File: src/rtl/area_csel_pkg.sv
package area_csel_pkg;
  typedef enum logic {
    SEL_DIR = 1'b0,
    SEL_CTL = 1'b1
  } reg_sel_e;
endpackage

File: src/rtl/area_csel_decode.sv
module area_csel_decode #(
  parameter int ADDR_W    = 24,
  parameter int NUM_AREAS = 8,
  parameter int AREA_LSB  = 21
) (
  input  logic                 clk,
  input  logic                 rst,
  input  logic                 mode_exp,
  input  logic [ADDR_W-1:0]    bus_addr,
  input  logic                 bus_as,
  input  logic                 bus_onchip,
  output logic [NUM_AREAS-1:0] cs_n
);
  localparam int SEL_W = $clog2(NUM_AREAS);

  logic [SEL_W-1:0]     area_idx;
  logic                 ext_access;
  logic [NUM_AREAS-1:0] hit;

  assign area_idx   = bus_addr[AREA_LSB +: SEL_W];
  assign ext_access = mode_exp && bus_as && !bus_onchip;

  for (genvar g = 0; g < NUM_AREAS; g++) begin : g_area
    assign hit[g] = ext_access && (area_idx == SEL_W'(g));
  end

  always_ff @(posedge clk) begin
    if (rst) cs_n <= '1;
    else     cs_n <= ~hit;
  end

  p_single_select_r3: assert property (@(posedge clk) disable iff (rst)
    $countones(~cs_n) <= 1);

  p_onchip_quiet_r4: assert property (@(posedge clk) disable iff (rst)
    (bus_as && bus_onchip) |=> (cs_n == '1));

  p_single_chip_quiet_r5: assert property (@(posedge clk) disable iff (rst)
    !mode_exp |=> (cs_n == '1));

  p_idle_quiet_r6: assert property (@(posedge clk) disable iff (rst)
    !bus_as |=> (cs_n == '1));
endmodule

File: src/rtl/area_csel_regs.sv
module area_csel_regs
  import area_csel_pkg::*;
#(
  parameter int NUM_AREAS = 8
) (
  input  logic                   clk,
  input  logic                   rst,
  input  logic                   rom_en,
  input  logic                   reg_we,
  input  logic                   reg_sel,
  input  logic [NUM_AREAS/2-1:0] reg_wdata,
  output logic [NUM_AREAS/2-1:0] reg_rdata,
  output logic [NUM_AREAS-1:0]   cs_oe
);
  localparam int HALF = NUM_AREAS / 2;

  reg_sel_e        sel;
  logic [HALF-1:0] dir_q;
  logic [HALF-1:0] ctl_q;
  logic [HALF-1:0] dir_rst;

  assign sel     = reg_sel_e'(reg_sel);
  assign dir_rst = {{(HALF-1){1'b0}}, !rom_en};

  always_ff @(posedge clk) begin
    if (rst) begin
      dir_q <= dir_rst;
      ctl_q <= '0;
    end else if (reg_we) begin
      if (sel == SEL_DIR) dir_q <= reg_wdata;
      else                ctl_q <= reg_wdata;
    end
  end

  always_ff @(posedge clk) begin
    if (rst) reg_rdata <= '0;
    else     reg_rdata <= (sel == SEL_CTL) ? ctl_q : dir_q;
  end

  assign cs_oe = {ctl_q, dir_q};

  p_dir_write_r7: assert property (@(posedge clk) disable iff (rst)
    (reg_we && !reg_sel) |=> (cs_oe[HALF-1:0] == $past(reg_wdata)));

  p_ctl_write_r8: assert property (@(posedge clk) disable iff (rst)
    (reg_we && reg_sel) |=> (cs_oe[NUM_AREAS-1:HALF] == $past(reg_wdata)));

  p_oe_hold_r11: assert property (@(posedge clk) disable iff (rst)
    (!reg_we && !$past(rst)) |=> $stable(cs_oe));
endmodule

File: src/rtl/area_csel_top.sv
module area_csel_top #(
  parameter int ADDR_W    = 24,
  parameter int NUM_AREAS = 8,
  parameter int AREA_LSB  = 21
) (
  input  logic                   clk,
  input  logic                   rst,
  input  logic                   mode_exp,
  input  logic                   rom_en,
  input  logic [ADDR_W-1:0]      bus_addr,
  input  logic                   bus_as,
  input  logic                   bus_onchip,
  input  logic                   reg_we,
  input  logic                   reg_sel,
  input  logic [NUM_AREAS/2-1:0] reg_wdata,
  output logic [NUM_AREAS/2-1:0] reg_rdata,
  output logic [NUM_AREAS-1:0]   cs_n,
  output logic [NUM_AREAS-1:0]   cs_oe
);
  area_csel_decode #(
    .ADDR_W(ADDR_W), .NUM_AREAS(NUM_AREAS), .AREA_LSB(AREA_LSB)
  ) u_decode (
    .clk(clk), .rst(rst), .mode_exp(mode_exp), .bus_addr(bus_addr),
    .bus_as(bus_as), .bus_onchip(bus_onchip), .cs_n(cs_n)
  );

  area_csel_regs #(.NUM_AREAS(NUM_AREAS)) u_regs (
    .clk(clk), .rst(rst), .rom_en(rom_en), .reg_we(reg_we),
    .reg_sel(reg_sel), .reg_wdata(reg_wdata), .reg_rdata(reg_rdata),
    .cs_oe(cs_oe)
  );

  p_reset_idle_r1: assert property (@(posedge clk) rst |=> (cs_n == '1));
endmodule

File: config.mk
export PLATFORM = sky130hd
export DESIGN_NAME = area_csel_top
export DESIGN_NICKNAME = d
export VERILOG_FILES = /design/src/rtl/area_csel_pkg.sv /design/src/rtl/area_csel_decode.sv /design/src/rtl/area_csel_regs.sv /design/src/rtl/area_csel_top.sv
export SDC_FILE = /design/constraint.sdc
export NUM_CORES = 1
export LEC_CHECK = 0
export BUFFER_PORTS_ARGS = -buffer_cell sky130_fd_sc_hd__buf_2
export CAP_MARGIN = 25
export CORE_MARGIN = 1
export CORE_UTILIZATION = 38
export CTS_CLUSTER_DIAMETER = 60
export DETAILED_ROUTE_END_ITERATION = 8
export PLACE_DENSITY = 0.77
export SETUP_SLACK_MARGIN = 0.4
export SLEW_MARGIN = 20
export SYNTH_ARGS = -nofsm -noshare
export SYNTH_HDL_FRONTEND = slang
export SYNTH_SLANG_ARGS = --single-unit
File: constraint.sdc
create_clock -name clk -period 0.95 [get_ports clk]
set_input_delay 0.0475 -clock clk [delete_from_list [all_inputs] [get_ports clk]]
set_output_delay 0.0475 -clock clk [all_outputs]
set_load 0.05 [all_outputs]
==> reports/summary.md <==
Prior to clock tree synthesis, the placed netlist has a worst setup slack of 110 ps. The repair_antennas step left the layout with diodes totalling 0. The longest clock path from root to sink contains 2 buffers. The tools report the standard-cell row count as 15. On the critical path, the stage with the largest delay is an instance of sky130_fd_sc_hd__edfxtp_1. The cell area that synthesis handed to floorplanning was 734 sq um.

The maximum clock skew at final layout came out at 8.03 ps. The number of global-route vias before repair was 600; the max capacitance violation total was 0. The flow ran to the end, but the final reports show violations.

For this run, the number of standard cells in the final layout without fillers is 135. Number of placed I/O pins: 56. The final net count is 147, and the final critical path time including I/O delays and setup is 936 ps. Synthesis inferred 20 register bits. Sequential cells were found to cover 55.9% of the synthesized design area. The tools report the part of the power in the clock network as 35.2%.

The worst path uses 98.5% of the clock period. Dividing the synthesized area by the synthesized cell count gives 11.0 sq um. The fraction of power spent switching nets was 24.6%. Sum of buffers and inverters on the critical path: 1. TritonCTS built the clock tree. The analysis attributes to cell leakage a power of 0.599 nW. The largest total area in the synthesized netlist belongs to sky130_fd_sc_hd__dfxtp_1.

Initial DRC count: 1. The clock net in this run drives a total of 20 sinks. STA classifies the critical path startpoint as a register. The clock latency at the later pin of the worst-skew pair came out at 300 ps. Register share of total power: 45.6%. The worst setup path is of the register to output port kind. The number of enable flip-flop cells after synthesis came out at 1. Cells with a size suffix above 1 make up 70.0% of the layout.

The count of pins over their slew limit came out at 0. The cell class contributing the biggest share of worst-path delay is flip-flops. The run gives 0 as the global route total overflow.

The first global-routing pass estimated 2430 um of wire. Clock-pin slew was measured on the worst setup and hold paths at 120 ps. Cell count after placement: 124. The internal portion of the total power is 1.48 mW. Maximum fanout encountered on the critical timing path: 2. The first TritonRoute pass finished after 3 iterations. The run gives 16.8% as the total routing resource utilization after global routing. The most used standard cell by instance count after synthesis is sky130_fd_sc_hd__dfxtp_1.

In this run the horizontal extent of the chip is 46.0 um. The final reports fail on negative hold slack. The tightest hold margin was -51.2 ps; the die area was 2110 sq um. Setup repair after global routing could not meet its margin everywhere.

The initial antenna violation count was 0; the delay of the slowest cell on the worst path was 420 ps. The core region is 1760 sq um. After detailed routing, the average wire length per cell comes to 11.9 um. Using the TritonRoute via totals, the vias-per-cell ratio works out to 4.69. STA puts the critical path data arrival time at 890 ps. The path class of the tightest hold or removal check is input pin to register.

The number of clock buffers inserted by TritonCTS was 3; the count of distinct cell types in the synthesized netlist was 17. STA classifies the critical path endpoint as an output port. Entering global routing, the biggest net connects 16 pins. The final hold violation count is 6.

Timing would allow up to 1.07 GHz. Ranked by total cell area, the synthesized netlist is headed by sky130_fd_sc_hd__dfxtp_1 52%, sky130_fd_sc_hd__mux2i_1 14%, sky130_fd_sc_hd__nand2b_1 9.4%, sky130_fd_sc_hd__edfxtp_1 4.1%, sky130_fd_sc_hd__nand4b_1 3.6%. Ranked by instance count, the synthesized netlist is headed by 19 x sky130_fd_sc_hd__dfxtp_1, 11 x sky130_fd_sc_hd__nand2b_1, 10 x sky130_fd_sc_hd__mux2i_1. Yosys printed 0 warnings. The count of antenna-violating nets left after detailed routing is 0. Port buffering added 34 buffers. Relative to the synthesized area, the layout overhead comes to 84.2%.

The worst ir drop on vdd is 0.00114 V, and the async set or reset register ratio after synthesis is 0%. For the pin with the worst max-slew slack, the measured transition is 218 ps. The worst path meets setup with 14.2 ps of slack.

Detailed placement finished with a half-perimeter wire length of 986 um. Measured along the y axis, the die boundary spans 46.0 um. The data required time at the worst endpoint is 900 ps.

The ratio of total power to cell area was 1450 nW/um^2. The top cell type by area accounts for 51.8% of the synthesized area. Routability-driven placement finished with a final weighted congestion of 0.709. For this run, design rule violations remaining after detail routing come to 0. The critical path goes through buf_6. The most used flip-flop cell after synthesis is sky130_fd_sc_hd__dfxtp_1. For the max-slew headroom at the worst pin, the log shows 85.5%.

In the synthesized netlist, the number of instances is 67. The initial utilization of the core area, before any placement, comes to 41.6%. The tools report the cell at the root of the clock tree as sky130_fd_sc_hd__clkbuf_4. For the number of vias after detailed routing, the log shows 633. Counting every net in the synthesized netlist gives 103. The analysis attributes to net switching a power of 0.482 mW. Setup violations remaining at the end of the flow were counted as 0. The H-tree level count was 1; the logic gate share of total power was 19.2%. The final layout contains routed wiring with a total length of 1610 um.
## area by class of cell
| type | count | area, sq um |
|---|---|---|
| flip-flops and latches | 20 | 449 |
| clock buffers | 3 | 22.5 |
| fillers | 124 | 412 |
| clock inverters | 1 | 30.0 |
| well taps | 25 | 31.3 |
| multi-input cells | 44 | 370 |
| repair buffers | 42 | 449 |
## worst reg2reg max path, stage by stage, from the launching register on
cell	delay [ps]
sky130_fd_sc_hd__edfxtp_1	420
sky130_fd_sc_hd__buf_4	150
sky130_fd_sc_hd__mux2i_1	120
sky130_fd_sc_hd__nor2_1	50
## through the flow
| step | util, % | hold slack [ps] | cell area [sq um] | total power [mW] | setup TNS (ps) |
|---|---|---|---|---|---|
| after floorplan | - | 121 | 812 | 1.10 | 0 |
| after global placement | 55.5 | 262 | 978 | 1.16 | 0 |
| after detailed placement | 55.5 | 267 | 978 | 1.17 | 0 |
| after CTS | 74.1 | -72.5 | 1310 | 1.96 | -5.36 |
| after global routing | 76.7 | -53.0 | 1350 | 2.03 | -38.6 |
| final | 76.7 | -51.2 | 1350 | 1.96 | 0 |
## worst paths after layout
check                       start  cells after the start             endpoint  slack (ps)
setup / recovery  u_regs.dir_q[0]                      1             cs_oe[0]          10
hold / removal                rst                      2  u_regs.reg_rdata[3]         -50
hold reg to reg   u_regs.ctl_q[0]                      2  u_regs.reg_rdata[0]         550
setup reg to reg  u_regs.dir_q[0]                      3  u_regs.reg_rdata[0]         120
## what timing repair did
item / CTS / global route
pin swaps: 4 / 3
resized for setup: 67 / 6
setup buffers: 7 / 0
setup endpoints to repair: 31 / 31
hold endpoints to repair: 8 / 5
## routing by layer
layer	wire length, um	vias to the layer above	GRT usage (%)
li1	-	318	-
met4	34	0	10.6
met2	822	25	28.2
met3	116	4	5.16
met5	0	-	0
met1	638	286	18.2
## power by group through the flow
stage	registers [mW]	clock network, mW	logic, mW
finish	0.894	0.689	0.375
global route	0.898	0.734	0.398
CTS	0.894	0.712	0.354
detailed placement	0.903	0	0.263
global placement	0.901	0	0.260
floorplan	1.01	0	0.0903
## cell families (layout without fill, tap and decap cells)
kind of cell	after synthesis	in the layout	share of synthesized area [%]
muxes	10	10	13.6
AOI/OAI and AO/OA	3	3	2.73
DFF	20	20	55.9
and+or+nand+nor	31	31	25.4
buffers and inverters	3	46	2.39
## flip-flops by register name (all words and copies together) (netlist names)
name              cells
u_regs.ctl_q          4
u_regs.reg_rdata      4
u_regs.dir_q          4
u_decode.cs_n         8
## cells in the final DEF, fill, tap and decap left out, types with 2 or more instances in the layout
cell type                   n
sky130_fd_sc_hd__clkbuf_4   3
sky130_fd_sc_hd__mux2i_1   10
sky130_fd_sc_hd__buf_6      7
sky130_fd_sc_hd__buf_8     19
sky130_fd_sc_hd__nand2_1    3
sky130_fd_sc_hd__nor3b_1    2
sky130_fd_sc_hd__dfxtp_2   13
sky130_fd_sc_hd__nor2_1     6
sky130_fd_sc_hd__dfxtp_4    6
sky130_fd_sc_hd__nand4b_1   3
sky130_fd_sc_hd__buf_2     14
sky130_fd_sc_hd__nand2b_4   7
sky130_fd_sc_hd__nand2b_1   4
sky130_fd_sc_hd__buf_4      2
(Power assumes the default switching activity.)
